### src/rtl/i2cbb_pkg.sv
package i2cbb_pkg;
   localparam int CTL_W  = 4;
   localparam int RD_W   = CTL_W + 1;

   typedef struct packed {
      logic mode;     // 1 = master
      logic drv_en;   // SDA driver enable
      logic dat_lvl;  // SDA level request
      logic clk_lvl;  // SCL level request
   } ctl_t;

   localparam ctl_t CTL_RESET = '{mode: 1'b0, drv_en: 1'b0, dat_lvl: 1'b1, clk_lvl: 1'b1};
endpackage

### src/rtl/i2cbb_sync.sv
module i2cbb_sync #(
   parameter int         WIDTH     = 2,
   parameter int         STAGES    = 2,
   parameter logic       RESET_VAL = 1'b1
) (
   input  logic             clk,
   input  logic             rst_n,
   input  logic [WIDTH-1:0] d,
   output logic [WIDTH-1:0] q
);
   localparam int LAST = STAGES - 1;

   if (STAGES < 2) begin : g_bad_stages
      $error("i2cbb_sync: STAGES must be at least 2");
   end
   if (WIDTH < 1) begin : g_bad_width
      $error("i2cbb_sync: WIDTH must be at least 1");
   end

   logic [STAGES-1:0][WIDTH-1:0] stg;

   for (genvar s = 0; s < STAGES; s++) begin : g_stage
      if (s == 0) begin : g_first
         always_ff @(posedge clk or negedge rst_n) begin
            if (!rst_n) stg[s] <= {WIDTH{RESET_VAL}};
            else        stg[s] <= d;
         end
      end else begin : g_next
         always_ff @(posedge clk or negedge rst_n) begin
            if (!rst_n) stg[s] <= {WIDTH{RESET_VAL}};
            else        stg[s] <= stg[s-1];
         end
      end
   end

   assign q = stg[LAST];
endmodule

### src/rtl/i2cbb_ctl_reg.sv
module i2cbb_ctl_reg
   import i2cbb_pkg::*;
(
   input  logic             clk,
   input  logic             rst_n,
   input  logic             we,
   input  logic [CTL_W-1:0] wdata,
   output ctl_t             ctl
);
   always_ff @(posedge clk or negedge rst_n) begin
      if (!rst_n)  ctl <= CTL_RESET;
      else if (we) ctl <= ctl_t'(wdata);
   end

   assert_load_all_R6: assert property (@(posedge clk) disable iff (!rst_n)
      we |=> (ctl == ctl_t'($past(wdata))));

   assert_hold_R10: assert property (@(posedge clk) disable iff (!rst_n)
      !we |=> $stable(ctl));
endmodule

### src/rtl/i2cbb_rx_capture.sv
module i2cbb_rx_capture #(
   parameter logic DIN_RESET  = 1'b0,
   parameter logic IDLE_LEVEL = 1'b1
) (
   input  logic clk,
   input  logic rst_n,
   input  logic scl_s,
   input  logic sda_s,
   output logic din
);
   logic scl_prev;
   logic scl_rise;

   always_ff @(posedge clk or negedge rst_n) begin
      if (!rst_n) scl_prev <= IDLE_LEVEL;
      else        scl_prev <= scl_s;
   end

   assign scl_rise = scl_s & ~scl_prev;

   always_ff @(posedge clk or negedge rst_n) begin
      if (!rst_n)        din <= DIN_RESET;
      else if (scl_rise) din <= sda_s;
   end
endmodule

### src/rtl/i2cbb_pin_drive.sv
module i2cbb_pin_drive
   import i2cbb_pkg::*;
(
   input  ctl_t ctl,
   output logic scl_low,
   output logic sda_low
);
   always_comb begin
      scl_low = 1'b0;
      sda_low = 1'b0;
      if (ctl.mode) begin
         scl_low = ~ctl.clk_lvl;
         sda_low = ctl.drv_en & ~ctl.dat_lvl;
      end
   end
endmodule

### src/rtl/i2cbb_master_port.sv
module i2cbb_master_port
   import i2cbb_pkg::*;
#(
   parameter int   SYNC_STAGES = 2,
   parameter logic DIN_RESET   = 1'b0
) (
   input  logic             clk,
   input  logic             rst_n,
   input  logic             ctl_we,
   input  logic [CTL_W-1:0] ctl_wdata,
   output logic [RD_W-1:0]  ctl_rdata,
   input  logic             scl_i,
   input  logic             sda_i,
   output logic             scl_pull_low,
   output logic             sda_pull_low
);
   ctl_t       ctl;
   logic [1:0] bus_s;
   logic       scl_s;
   logic       sda_s;
   logic       din;

   i2cbb_ctl_reg u_ctl (
      .clk   (clk),
      .rst_n (rst_n),
      .we    (ctl_we),
      .wdata (ctl_wdata),
      .ctl   (ctl)
   );

   i2cbb_pin_drive u_pins (
      .ctl     (ctl),
      .scl_low (scl_pull_low),
      .sda_low (sda_pull_low)
   );

   i2cbb_sync #(.WIDTH(2), .STAGES(SYNC_STAGES), .RESET_VAL(1'b1)) u_sync (
      .clk   (clk),
      .rst_n (rst_n),
      .d     ({scl_i, sda_i}),
      .q     (bus_s)
   );

   assign scl_s = bus_s[1];
   assign sda_s = bus_s[0];

   i2cbb_rx_capture #(.DIN_RESET(DIN_RESET), .IDLE_LEVEL(1'b1)) u_rx (
      .clk   (clk),
      .rst_n (rst_n),
      .scl_s (scl_s),
      .sda_s (sda_s),
      .din   (din)
   );

   assign ctl_rdata = {din, ctl};

   assert_slave_quiet_R2: assert property (@(posedge clk) disable iff (!rst_n)
      !ctl.mode |-> (!scl_pull_low && !sda_pull_low));

   assert_scl_follow_R3: assert property (@(posedge clk) disable iff (!rst_n)
      ctl.mode |-> (scl_pull_low == !ctl.clk_lvl));

   assert_sda_follow_R4: assert property (@(posedge clk) disable iff (!rst_n)
      (ctl.mode && ctl.drv_en) |-> (sda_pull_low == !ctl.dat_lvl));

   assert_sda_released_R5: assert property (@(posedge clk) disable iff (!rst_n)
      !ctl.drv_en |-> !sda_pull_low);

   assert_din_on_rise_R8: assert property (@(posedge clk) disable iff (!rst_n)
      (din != $past(din)) |-> ($past(scl_s) && !$past(scl_s, 2)));
endmodule

### config.mk
export PLATFORM = sky130hd
export DESIGN_NAME = i2cbb_master_port
export DESIGN_NICKNAME = d
export VERILOG_FILES = /design/src/rtl/i2cbb_pkg.sv /design/src/rtl/i2cbb_sync.sv /design/src/rtl/i2cbb_ctl_reg.sv /design/src/rtl/i2cbb_rx_capture.sv /design/src/rtl/i2cbb_pin_drive.sv /design/src/rtl/i2cbb_master_port.sv
export SDC_FILE = /design/constraint.sdc
export NUM_CORES = 1
export LEC_CHECK = 0
export CORE_AREA = 2 2 39 41
export DETAILED_ROUTE_END_ITERATION = 8
export DIE_AREA = 0 0 41 43
export MAX_ROUTING_LAYER = met4
export SYNTH_ARGS = -nofsm -noshare
export SYNTH_HDL_FRONTEND = slang
export SYNTH_SLANG_ARGS = --single-unit
### constraint.sdc
create_clock -name clk -period 1.5 [get_ports clk]
set_clock_uncertainty 0.15 [all_clocks]
set_input_delay 0.3 -clock clk [delete_from_list [all_inputs] [get_ports clk]]
set_output_delay 0.3 -clock clk [all_outputs]
set_load 0.02 [all_outputs]
Word-level counts from Yosys, hierarchy flattened
Index checks and enable logic that the tools add are counted.

Flip-flop bits (word level): 10. Bits in latches: 0. RAM bits: 0. Bits in read-only memories: 0. Input port bits: 9. Output and inout bits: 7. Logic and storage cells: 15. Memories kept: 0.

$add $sub $neg: 0. Multipliers: 0. Div/mod/pow operators: 0. Order comparisons: 0. Equal/unequal tests: 0. Shift-type cells: 0. Mux-type cells: 2. Bitwise logic cells: 5. Reductions and logical operators: 0.

Operator list (count): NOT 1 bit (3); bitwise AND 1 bit (2); 2-to-1 mux 1 bit (2).

Depth between registers and ports, before layout
Gate-level depths: netlist of run 1.

Depth in word-level cells: 3. Gate-level depth with buffers: 2. Mapped depth without buffers: 2.

Modules after synthesis
A second synthesis of run 1 with hierarchy kept.

Cell total of the unflattened synthesis: 21. Area total of the unflattened synthesis: 370.4 sq um.

Modules (own cells, without submodules): i2cbb_ctl_reg (times used 1, cells each 8, area an instance 147.6 sq um, seq. area each 102.6 sq um); i2cbb_sync (times used 1, cells each 6, area an instance 120.1 sq um, seq. area each 105.1 sq um); i2cbb_rx_capture (times used 1, cells each 4, area an instance 80.1 sq um, seq. area each 51.3 sq um); i2cbb_pin_drive (times used 1, cells each 2, area an instance 15.0 sq um, seq. area each 0.0 sq um); i2cbb_master_port (times used 1, cells each 1, area an instance 7.5 sq um, seq. area each 0.0 sq um).

Least setup slack after synthesis of run 1
OpenSTA, ideal clock, no wires.

Kind: reg2out. From: reg, netlist name u_ctl.ctl[3]. To: out scl_pull_low. Data arrival time: 828 ps. Required time: 1050 ps. Setup slack: 222 ps. Stages on the path, launching flop included: 2. Buffers on the path: 0. Path through: dfrtp_1 -> nor2b_1.

Longest elaborated chain between the ends: 1.

Ends and longest elaborated chain: 2-to-1 mux 1 bit (RTL line i2cbb_pin_drive.sv:11) `if (ctl.mode) begin`; to (decl) (RTL line i2cbb_master_port.sv:14) `output logic scl_pull_low,`.

No other way between the ends.

Final worst setup path of run 1
From: reg, netlist name u_ctl.ctl[1]. To: out sda_pull_low.

Longest elaborated chain between the ends: 3.

Ends and longest elaborated chain: NOT 1 bit (RTL line i2cbb_pin_drive.sv:13) `sda_low = ctl.drv_en & ~ctl.dat_lvl;`; bitwise AND 1 bit (RTL line i2cbb_pin_drive.sv:13); 2-to-1 mux 1 bit (RTL line i2cbb_pin_drive.sv:11); to (decl) (RTL line i2cbb_master_port.sv:15) `output logic sda_pull_low`.

No other way between the ends.

==> summary.md, run 1 <==
| Metric | Value |
|---|---|
| Status | `finished, final reports clean` |
| Crit-path leading delay family | `flip-flops` |
| Critical path's largest stage delay | `approximately 540 ps` |
| Clk_lat worst skew | `~250 ps` |
| Final hold vios | `0` |
| Max FO, Critical Path | `3` |
| Worst slew pin tran | `between 400 and 500 ps` |
| Die height | `approximately 43 um` |
| Pre-Repair DR Iteration Count | `3` |
| Root Driver | `clkbuf_4` |
| Worst path arrival time | `990 ps` |
| GRT Util Overall | `0.0961` |
| Total grt overflow | `0` |
| Clock Tree Buf Depth | `2` |
| CTS Sinks | `10` |
| # rows | `14` |
| Crit path cell chain | `nor2_1 > buf_4` |
| ANT cells | `0` |
| Worst setup path class | `reg2out` |
| Sequential area share after synthesis | `0.731` |
| Finished Layout Cells | `54` |
| Power Internal | `approximately 500 uW` |
| First-pass GRT wire length | `roughly 1.0 mm` |
| Routed len/inst | `~11 um` |
| Total CTS buffers | `3` |
| Clk pwr share | `0.357` |
| Crit start category | `flip-flop` |
| FILL cells | `130` |
| Slowest CP cell | `dfstp_2` |
| Comb pwr share | `0.158` |
| Hold Path Class | `in2async` |
| Netlist cell types | `9` |
| ANT nets after route | `0` |
| Normalized max-slew margin | `0.713` |
| Avg Cell Area, Syn | `between 15 and 20 um2` |
| Die W | `~40 um` |
| Post-Syn Nets | `29` |
| Required @ worst endpoint | `1050 ps` |
| DR iter-0 viols | `2` |
| Starting Density | `0.256` |
| H-tree levels | `1` |
| Setup_tns | `0 ps` |
| Commonest non-fill, non-tap cell in the layout | `clkdlybuf4s50_1` |
| Max-slew violation count | `0` |
| CP Capture Type | `output port` |
| #FFs+latches synth | `10` |
| Area share of the largest cell type after synthesis | `0.519` |
| Final Net Count | `48` |
| Fraction of layout cells with a size suffix above 1 | `0.553` |
| Worst-path clk slew | `around 60 ps` |
| Final Core Density | `0.384` |
| Cell Pwr Density | `between 1000 and 1500 nW/um2` |
| Setup-failing EPs final | `0` |
| Core box area | `1380 um2` |
| Post-placement cell count | `50` |
| Post-layout min period | `about 1400 ps` |
| DRC violations left | `0` |
| RSZ-0062 raised after global routing | `false` |
| Hold slack | `200 ps` |
| WP buf/inv | `1` |
| Vias per cell | `3.87` |
| Synthesized area | `354 um2` |
| Pleak | `around 0.23 nW` |
| Switch share | `0.223` |
| Reg power frac | `0.485` |
| IO buf count | `15` |
| Die Footprint | `~1800 um2` |
| GP Congestion | `0.708` |
| Initial antenna violation count | `0` |
| DRT Wirelength | `roughly 600 um` |
| Largest net degree at the start of global routing | `11` |
| Dominant cell type by area after synthesis | `dfstp_2` |
| Mapped Cells | `20` |
| IR drop worst, VDD | `518 uV` |
| CTS tree | `yes` |
| IO Count | `16` |
| Commonest cells after routing, fill and taps aside | `clkdlybuf4s50_1, dfstp_2, mux2_2` |
| Tcrit/Tclk final | `0.961` |
| Area Growth Syn to Fin | `50.2%` |
| Top cells by area, synth | `dfstp_2, dfrtp_1, mux2_2` |
| Vias in the first global route | `232` |
| Vias post-DR | `209` |
| Psw | `around 140 uW` |
| Max-Cap Viols | `0` |
| F_max | `between 600 and 700 MHz` |
| Syn. warnings | `0` |
==> Yosys cell counts <==
master   instances
dfstp_2          7
mux2_2           4
dfrtp_1          3
buf_4            1
mux2_4           1
nand2_1          1
nor2_1           1
nor2b_1          1
nor2b_4          1
==> registers in the layout, indices dropped and copies added (netlist names) <==
name and count:
u_rx.din 1, u_rx.scl_prev 1, u_sync.q 2, u_sync.stg 2, u_ctl.ctl 4
==> stage by stage <==
stage	instance area, um2	total power [mW]	setup slack, ps
after global placement	517	0.434	-62.9
after CTS	529	0.656	50.1
final	532	0.646	57.9
after floorplan	354	0.372	222
after global routing	532	0.683	10.6
after detailed placement	517	0.438	-81.0
==> cell type report <==
class,instances,area (um2),share of cell area
clock buffers,4,36.3,0.0682
multi-input cells,9,87.6,0.165
flip-flops and latches,10,259,0.487
well taps,16,20.0,0.0376
repair buffers,15,129,0.242
==> cell families after synthesis <==
kind of cell | count (synthesis) | share of synthesized area
mux | 5 | 0.170
flops | 10 | 0.731
simple gates | 4 | 0.0777
buf+inv | 1 | 0.0212
==> routing by layer <==
layer	track usage	wire (um)	share of wire	up-vias
met5	-	0	0	-
met4	0.0400	0	0	0
li1	-	-	-	102
met1	0.0946	234	0.39	103
met3	0.0471	20	0.033	0
met2	0.153	345	0.58	4
==> power by group through the flow <==
| stage | combinational, mW | clock (mW) | sequential (mW) |
|---|---|---|---|
| 6_report | 0.102 | 0.231 | 0.313 |
| 5_1_grt | 0.109 | 0.257 | 0.317 |
| 4_1_cts | 0.103 | 0.239 | 0.314 |
| 3_5_place_dp | 0.119 | 0 | 0.319 |
| 3_3_place_gp | 0.117 | 0 | 0.317 |
| 2_1_floorplan | 0.0416 | 0 | 0.331 |
==> final timing paths <==
path	start	to	slack (ps)	cells after the start
min in group clk	u_sync.stg[0]$_DFF_PN1_	u_sync.q[0]$_DFF_PN1_	210	0
max in group asynchronous	rst_n	u_sync.stg[1]$_DFF_PN1_	670	1
hold reg to reg	u_sync.stg[0]$_DFF_PN1_	u_sync.q[0]$_DFF_PN1_	210	0
setup reg to reg	u_sync.q[1]$_DFF_PN1_	u_rx.din$_DFFE_PN0P_	280	2
hold / removal	rst_n	u_ctl.ctl[2]$_DFFE_PN0P_	200	1
setup / recovery	u_ctl.ctl[1]$_DFFE_PN1P_	sda_pull_low	60	2
==> timing repair <==
item,in CTS,in global routing
hold buffers,0,0
pin swaps,0,0
resized for setup,19,1
cloned,0,0
buffers inserted,0,0
endpoints found under the setup margin,7,1
(Power assumes the default switching activity.)
==> run 2: changes to the inputs <==
--- a/config.mk
+++ b/config.mk
@@ -5,10 +5,12 @@
 export SDC_FILE = /design/constraint.sdc
 export NUM_CORES = 1
 export LEC_CHECK = 0
+export ABC_AREA = 1
 export CORE_AREA = 2 2 39 41
 export DETAILED_ROUTE_END_ITERATION = 8
 export DIE_AREA = 0 0 41 43
 export MAX_ROUTING_LAYER = met4
+export RECOVER_POWER = 50
 export SYNTH_ARGS = -nofsm -noshare
 export SYNTH_HDL_FRONTEND = slang
 export SYNTH_SLANG_ARGS = --single-unit
==> summary.md, run 2 <==
| Metric | Value |
|---|---|
| Crit start category | `flip-flop (unchanged)` |
| IO Count | `16 (unchanged)` |
| Commonest non-fill, non-tap cell in the layout | `nand2_1 (was clkdlybuf4s50_1)` |
| Mapped Cells | `30 (was 20)` |
| Fraction of layout cells with a size suffix above 1 | `0.400 (was 0.553)` |
| ANT nets after route | `0 (unchanged)` |
| Die height | `43 um (unchanged)` |
| GRT Util Overall | `0.0961 (unchanged)` |
| Area share of the largest cell type after synthesis | `0.533 (was 0.519)` |
| Setup Buffers After CTS | `0 (unchanged)` |
| H-tree levels | `1 (unchanged)` |
| Worst setup path class | `reg2out (unchanged)` |
| Final hold vios | `0 (unchanged)` |
| Total CTS buffers | `3 (unchanged)` |
| R2R Path Start | `u_ctl.ctl[1]$_DFFE_PN1P_ (was u_sync.q[1]$_DFF_PN1_)` |
| Starting Density | `0.250 (was 0.256)` |
| Vias post-DR | `252 (was 209)` |
| R2r endpoint | `u_ctl.ctl[1]$_DFFE_PN1P_ (was u_rx.din$_DFFE_PN0P_)` |
| Cell Pwr Density | `1190 nW/um2 (was 1210 nW/um2)` |
| Vias per cell | `3.82 (was 3.87)` |
| Clk_lat worst skew | `270 ps (was 250 ps)` |
| Asr flop ratio synth | `1.00 (unchanged)` |
| Largest Register | `u_ctl.ctl (unchanged)` |
| Fin area | `542 um2 (was 532 um2)` |
| Reg2Reg Depth | `2 (unchanged)` |
| Hold slack | `207 ps (was 200 ps)` |
| Root Driver | `clkbuf_4 (unchanged)` |
| Synth cell count leaders | `dfstp_2, nand2_1, inv_1, o21ai_0, dfrtp_1 (was dfstp_2, mux2_2, dfrtp_1)` |
| Largest register FFs | `4 (unchanged)` |
| Pleak | `0.257 nW (was 0.232 nW)` |
| Initial antenna violation count | `0 (unchanged)` |
| Placed wire-length estimate | `roughly 440 um` |
| Worst slew pin tran | `434 ps (was 429 ps)` |
| Status | `finished, final reports clean (unchanged)` |
| Synthesized area | `345 um2 (was 354 um2)` |
| Footprint of the multi-input gates | `65.1 um2 (was 87.6 um2)` |
| Critical path endpoint | `sda_pull_low (unchanged)` |
| Worst slack at placement | `-143 ps (was -81.0 ps)` |
| CTS tree | `yes (unchanged)` |
| Met2 Wirelength | `278 um (was 345 um)` |
| Setup-failing EPs final | `0 (unchanged)` |
| Tcrit/Tclk final | `0.973 (was 0.961)` |
| DR iter-0 viols | `0 (was 2)` |
| Netlist cell types | `9 (unchanged)` |
| Syn. warnings | `0 (unchanged)` |
| IR drop worst, VDD | `373 uV (was 518 uV)` |
| Top cells by area, synth | `dfstp_2, dfrtp_1, nand2_1 (was dfstp_2, dfrtp_1, mux2_2)` |
| Normalized max-slew margin | `0.710 (was 0.713)` |
| Max layer used | `met3 (unchanged)` |
| First-pass GRT wire length | `1.03 mm (was 1.05 mm)` |
| CTS Sinks | `10 (unchanged)` |
| Max-slew violation count | `0 (unchanged)` |
| Commonest cells after routing, fill and taps aside | `nand2_1, dfstp_2, clkdlybuf4s50_1 (was clkdlybuf4s50_1, dfstp_2, mux2_2)` |
| Dominant cell type by area after synthesis | `dfstp_2 (unchanged)` |
| ANT cells | `0 (unchanged)` |
| F_max | `685 MHz (was 693 MHz)` |
| Routed len/inst | `8.95 um (was 11.1 um)` |
| Final Core Density | `0.392 (was 0.384)` |
| Pre-Repair DR Iteration Count | `1 (was 3)` |
| Total grt overflow | `0 (unchanged)` |
| Avg Cell Area, Syn | `11.5 um2 (was 17.7 um2)` |
| Worst-path clk slew | `70 ps (was 60 ps)` |
| Post-layout min period | `1460 ps (was 1440 ps)` |
| Sequential area share after synthesis | `0.750 (was 0.731)` |
| DRC violations left | `0 (unchanged)` |
| Worst path arrival time | `1010 ps (was 990 ps)` |
| Largest net degree at the start of global routing | `11 (unchanged)` |
| FILL cells | `142 (was 130)` |
| Min-delay src | `u_sync.stg[0]$_DFF_PN1_` |
| # rows | `14 (unchanged)` |
| IO buf count | `15 (unchanged)` |
| CP Capture Type | `output port (unchanged)` |
| GP Congestion | `0.662 (was 0.708)` |
| Register Area | `259 um2 (unchanged)` |
| RSZ-0062 raised after global routing | `true (was false)` |
| Post-Syn Nets | `39 (was 29)` |
| Area Growth Syn to Fin | `56.9% (was 50.2%)` |
| Core box area | `1380 um2 (unchanged)` |
| Die Footprint | `1760 um2 (unchanged)` |
| Die W | `41 um (unchanged)` |
| Top_reg_cell synth | `dfstp_2 (unchanged)` |
| Setup ws final | `40.0 ps (was 57.9 ps)` |
| Max FO, Critical Path | `2 (was 3)` |
| Required @ worst endpoint | `1050 ps (about the same)` |
| Max-Cap Viols | `0 (unchanged)` |
| #FFs+latches synth | `10 (unchanged)` |
| Number of synthesized flops with an enable pin | `0 (unchanged)` |
| WL met1 | `260 um (was 234 um)` |
| Crit path from | `u_ctl.ctl[2]$_DFFE_PN0P_ (was u_ctl.ctl[1]$_DFFE_PN1P_)` |
| Placed cell area | `523 um2 (was 517 um2)` |
| Vias in the first global route | `259 (was 232)` |
| Flop-to-flop setup slack | `540 ps (was 280 ps)` |
| Final Net Count | `60 (was 48)` |
| Met3 routed WL | `53 um (was 20 um)` |
| DRT Wirelength | `591 um (was 600 um)` |
| Clock Tree Buf Depth | `2 (unchanged)` |
| Hold depth | `0` |
| Hold Path Class | `reg2reg (was in2async)` |
==> run 2: cell count changes after synthesis <==
cell,before,now
mux2_4,1,0
mux2_2,4,0
nand2_1,1,7
inv_1,0,5
nor2b_4,1,0
nand3_1,0,1
nor3_1,0,1
nor2b_1,1,0
o21ai_0,0,4
==> run 2: final cells by class <==
cell class / count / share of cell area
Sequential cell: 10 / 0.478
Timing Repair Buffer: 17 / 0.263
Multi-Input combinational cell: 14 / 0.120
Clock buffer: 4 / 0.0670
Tap cell: 16 / 0.0370
Inverter: 5 / 0.0346
==> run 2: logic make-up after synthesis <==
logic type	Yosys count	share of synthesized area
flops	10	0.750
buf+inv	6	0.0761
compound gates	4	0.0580
simple gates	10	0.116
==> run 2: worst min-delay path by stage <==
stage	slack, ps	end
detailed placement	200	u_sync.q[0]$_DFF_PN1_
floorplan	-150	u_ctl.ctl[2]$_DFFE_PN0P_
CTS	200	u_ctl.ctl[3]$_DFFE_PN0P_
finish	210	u_sync.q[0]$_DFF_PN1_
global route	220	u_sync.q[0]$_DFF_PN1_
global placement	200	u_sync.q[1]$_DFF_PN1_
==> run 2: power by group <==
| group | internal, mW | leakage (nW) | switching (mW) |
|---|---|---|---|
| registers | 0.298 | 0.110 | 0.0104 |
| logic | 0.0449 | 0.126 | 0.0499 |
| clock network | 0.147 | 0.0210 | 0.0947 |
==> run 2: routing by layer <==
| metal | track usage | vias to the layer above |
|---|---|---|
| met4 | 0.0800 | 0 |
| met2 | 0.106 | 10 |
| li1 | - | 129 |
| met3 | 0.0471 | 0 |
| met1 | 0.125 | 113 |
| met5 | - | - |
==> run 2: critical path, stage by stage, from the launching register on <==
cell,delay [ps]
dfrtp_1,370
inv_2,50
nor3_2,160
buf_4,170
==> run 2: through the flow <==
stage	instances	setup TNS (ps)	power, mW
after floorplan	30	0	0.355
after global placement	62	-259	0.421
after detailed placement	62	-306	0.423
after CTS	66	0	0.660
after global routing	66	-4.61	0.686
final	66	0	0.645
==> run 2: repair_timing <==
action,CTS,global route
resized for setup,24,4
endpoints found under the setup margin,7,2
hold buffers,0,0
==> run 3: changes to the inputs <==
--- a/config.mk
+++ b/config.mk
@@ -9,8 +9,10 @@
 export CORE_AREA = 2 2 39 41
 export DETAILED_ROUTE_END_ITERATION = 8
 export DIE_AREA = 0 0 41 43
+export GPL_ROUTABILITY_DRIVEN = 1
 export MAX_ROUTING_LAYER = met4
 export RECOVER_POWER = 50
+export REMOVE_ABC_BUFFERS = 1
 export SYNTH_ARGS = -nofsm -noshare
 export SYNTH_HDL_FRONTEND = slang
 export SYNTH_SLANG_ARGS = --single-unit
==> constraint.sdc (replaced) <==
create_clock -name clk -period 1.17 [get_ports clk]
set_clock_uncertainty 0.15 [all_clocks]
set_input_delay 0.234 -clock clk [delete_from_list [all_inputs] [get_ports clk]]
set_output_delay 0.234 -clock clk [all_outputs]
set_load 0.02 [all_outputs]
==> summary.md, run 3 (synthesis results as in run 2) <==
| Metric | Value |
|---|---|
| Largest net degree at the start of global routing | `11 (unchanged)` |
| Post-placement cell count | `63 (was 62)` |
| Crit start category | `flip-flop (unchanged)` |
| Largest register FFs | `4 (unchanged)` |
| Required @ worst endpoint | `790 ps (was 1050 ps)` |
| Hold Path Class | `reg2reg (unchanged)` |
| CP Capture Type | `output port (unchanged)` |
| Die W | `41 um (unchanged)` |
| Post-layout min period | `between 1000 and 1500 ps` |
| Finished Layout Cells | `69 (was 66)` |
| Fin area | `588 um2 (was 542 um2)` |
| Reg power frac | `0.463 (was 0.478)` |
| DRC violations left | `0 (unchanged)` |
| Initial antenna violation count | `0 (unchanged)` |
| Max-Cap Viols | `0 (unchanged)` |
| Core box area | `1380 um2 (unchanged)` |
| Clk_lat worst skew | `260 ps (was 270 ps)` |
| Psw | `202 uW (was 155 uW)` |
| Total CTS buffers | `3 (unchanged)` |
| Worst slew pin tran | `512 ps (was 434 ps)` |
| GP Congestion | `0.651 (was 0.662)` |
| Area Growth Syn to Fin | `70.3% (was 56.9%)` |
| Comb pwr share | `0.181 (was 0.147)` |
| Hold slack | `205 ps (was 207 ps)` |
| Routed len/inst | `9.26 um (was 8.95 um)` |
| Worst-path clk slew | `70 ps (about the same)` |
| Worst slack at placement | `-391 ps (was -143 ps)` |
| Clk pwr share | `0.356 (was 0.375)` |
| Fraction of layout cells with a size suffix above 1 | `0.434 (was 0.400)` |
| Final Net Count | `63 (was 60)` |
| Setup_tns | `-1050 ps (was 0 ps)` |
| Min-delay src | `u_sync.stg[0]$_DFF_PN1_ (unchanged)` |
| Setup ws final | `-225 ps (was 40.0 ps)` |
| Die height | `43 um (unchanged)` |
| H-tree levels | `1 (unchanged)` |
| Largest Register | `u_ctl.ctl (unchanged)` |
| RSZ-0062 raised after global routing | `true (unchanged)` |
| First-pass GRT wire length | `1.06 mm (was 1.03 mm)` |
| IO buf count | `15 (unchanged)` |
| R2r endpoint | `u_ctl.ctl[0]$_DFFE_PN1P_ (was u_ctl.ctl[1]$_DFFE_PN1P_)` |
| Power Total | `861 uW (was 645 uW)` |
| Vias in the first global route | `267 (was 259)` |
| Status | `finished with violations (was finished, final reports clean)` |
| Register Area | `259 um2 (unchanged)` |
| R2R Path Start | `u_ctl.ctl[0]$_DFFE_PN1P_ (was u_ctl.ctl[1]$_DFFE_PN1P_)` |
| CTS Sinks | `10 (unchanged)` |
| Root Driver | `clkbuf_4 (unchanged)` |
| # rows | `14 (unchanged)` |
| Die Footprint | `1760 um2 (unchanged)` |
| Power Internal | `659 uW (was 490 uW)` |
| Switch share | `0.235 (was 0.240)` |
| Final hold vios | `0 (unchanged)` |
| Flop-to-flop setup slack | `180 ps (was 540 ps)` |
| Tcrit/Tclk final | `1.19` |
| Commonest cells after routing, fill and taps aside | `nand2_1, dfstp_2, buf_6 (was nand2_1, dfstp_2, clkdlybuf4s50_1)` |
| Placed wire-length estimate | `488 um (was 438 um)` |
| Max FO, Critical Path | `3 (was 2)` |
| Pleak | `0.278 nW (was 0.257 nW)` |
| Hold Path End | `u_sync.q[0]$_DFF_PN1_ (unchanged)` |
| Worst path arrival time | `1010 ps (about the same)` |
| ANT cells | `0 (unchanged)` |
| Vias per cell | `3.96 (was 3.82)` |
| Vias post-DR | `273 (was 252)` |
| Max-slew violation count | `0 (unchanged)` |
| F_max | `around 720 MHz` |
| Reg2Reg Depth | `2 (unchanged)` |
| GRT Util Overall | `0.0942 (was 0.0961)` |
| Post-CTS Hold Buffers | `0 (unchanged)` |
| ANT nets after route | `0 (unchanged)` |
| Total grt overflow | `0 (unchanged)` |
| FILL cells | `151 (was 142)` |
| Pre-Repair DR Iteration Count | `4 (was 1)` |
| Starting Density | `0.250 (unchanged)` |
| Placed cell area | `531 um2 (was 523 um2)` |
| Hold depth | `0 (unchanged)` |
| Normalized max-slew margin | `0.659 (was 0.710)` |
| Worst setup path class | `reg2out (unchanged)` |
| DR iter-0 viols | `3 (was 0)` |
| Final Core Density | `0.425 (was 0.392)` |
| DRT Wirelength | `639 um (was 591 um)` |
| Footprint of the multi-input gates | `65.1 um2 (unchanged)` |
| Clock Tree Buf Depth | `2 (unchanged)` |
| Cell Pwr Density | `1460 nW/um2 (was 1190 nW/um2)` |
| Failing checks | `negative setup slack` |
| IO Count | `16 (unchanged)` |
| IR drop worst, VDD | `653 uV (was 373 uV)` |
| Setup-failing EPs final | `6 (was 0)` |
| CTS tree | `yes (unchanged)` |
==> run 3: changes by cell type in the layout (fill, tap and decap cells not counted), sizes merged <==
cell and change:
dlygate4sd2 -1, clkdlybuf4s15 -1, buf +4, clkbuf +1
==> run 3: routing by layer <==
layer,GRT usage,part of all wire,up-vias
li1,-,-,137
met1,0.102,0.38,127
met2,0.141,0.56,9
met3,0.0314,0.052,0
met4,0.0600,0,0
met5,-,0,-
==> run 3: worst max path at each step <==
stage | start | endpoint | slack (ps)
finish | u_ctl.ctl[1]$_DFFE_PN1P_ | sda_pull_low | -230
global route | u_ctl.ctl[1]$_DFFE_PN1P_ | sda_pull_low | -260
CTS | u_ctl.ctl[2]$_DFFE_PN0P_ | sda_pull_low | -230
detailed placement | u_ctl.ctl[2]$_DFFE_PN0P_ | sda_pull_low | -390
global placement | u_ctl.ctl[2]$_DFFE_PN0P_ | sda_pull_low | -360
floorplan | u_ctl.ctl[2]$_DFFE_PN0P_ | sda_pull_low | -210
==> run 3: what timing repair did <==
item | 4_1_cts | 5_1_grt
resized for setup | 39 | 4
endpoints found under the setup margin | 7 | 7
buffers inserted | 2 | 0
pin swaps | 1 | 0
==> run 3: critical path, cell delays in order, from the launching register on <==
cell	delay, ps
dfstp_2	550
nor3_2	50
buf_4	150
==> run 3: power by group through the flow <==
stage	Clock, mW	Combinational [mW]	Sequential [mW]
6_report	0.307	0.156	0.399
5_1_grt	0.336	0.170	0.401
4_1_cts	0.322	0.155	0.397
3_5_place_dp	0	0.144	0.403
3_3_place_gp	0	0.142	0.400
2_1_floorplan	0	0.0270	0.422
==> run 3: final cells by class <==
cell class,count,area share
inverter,5,0.0319
sequential,10,0.440
multi-input combinational,14,0.111
tap,16,0.0340
clock buffer,4,0.0617
timing repair buffer,20,0.321
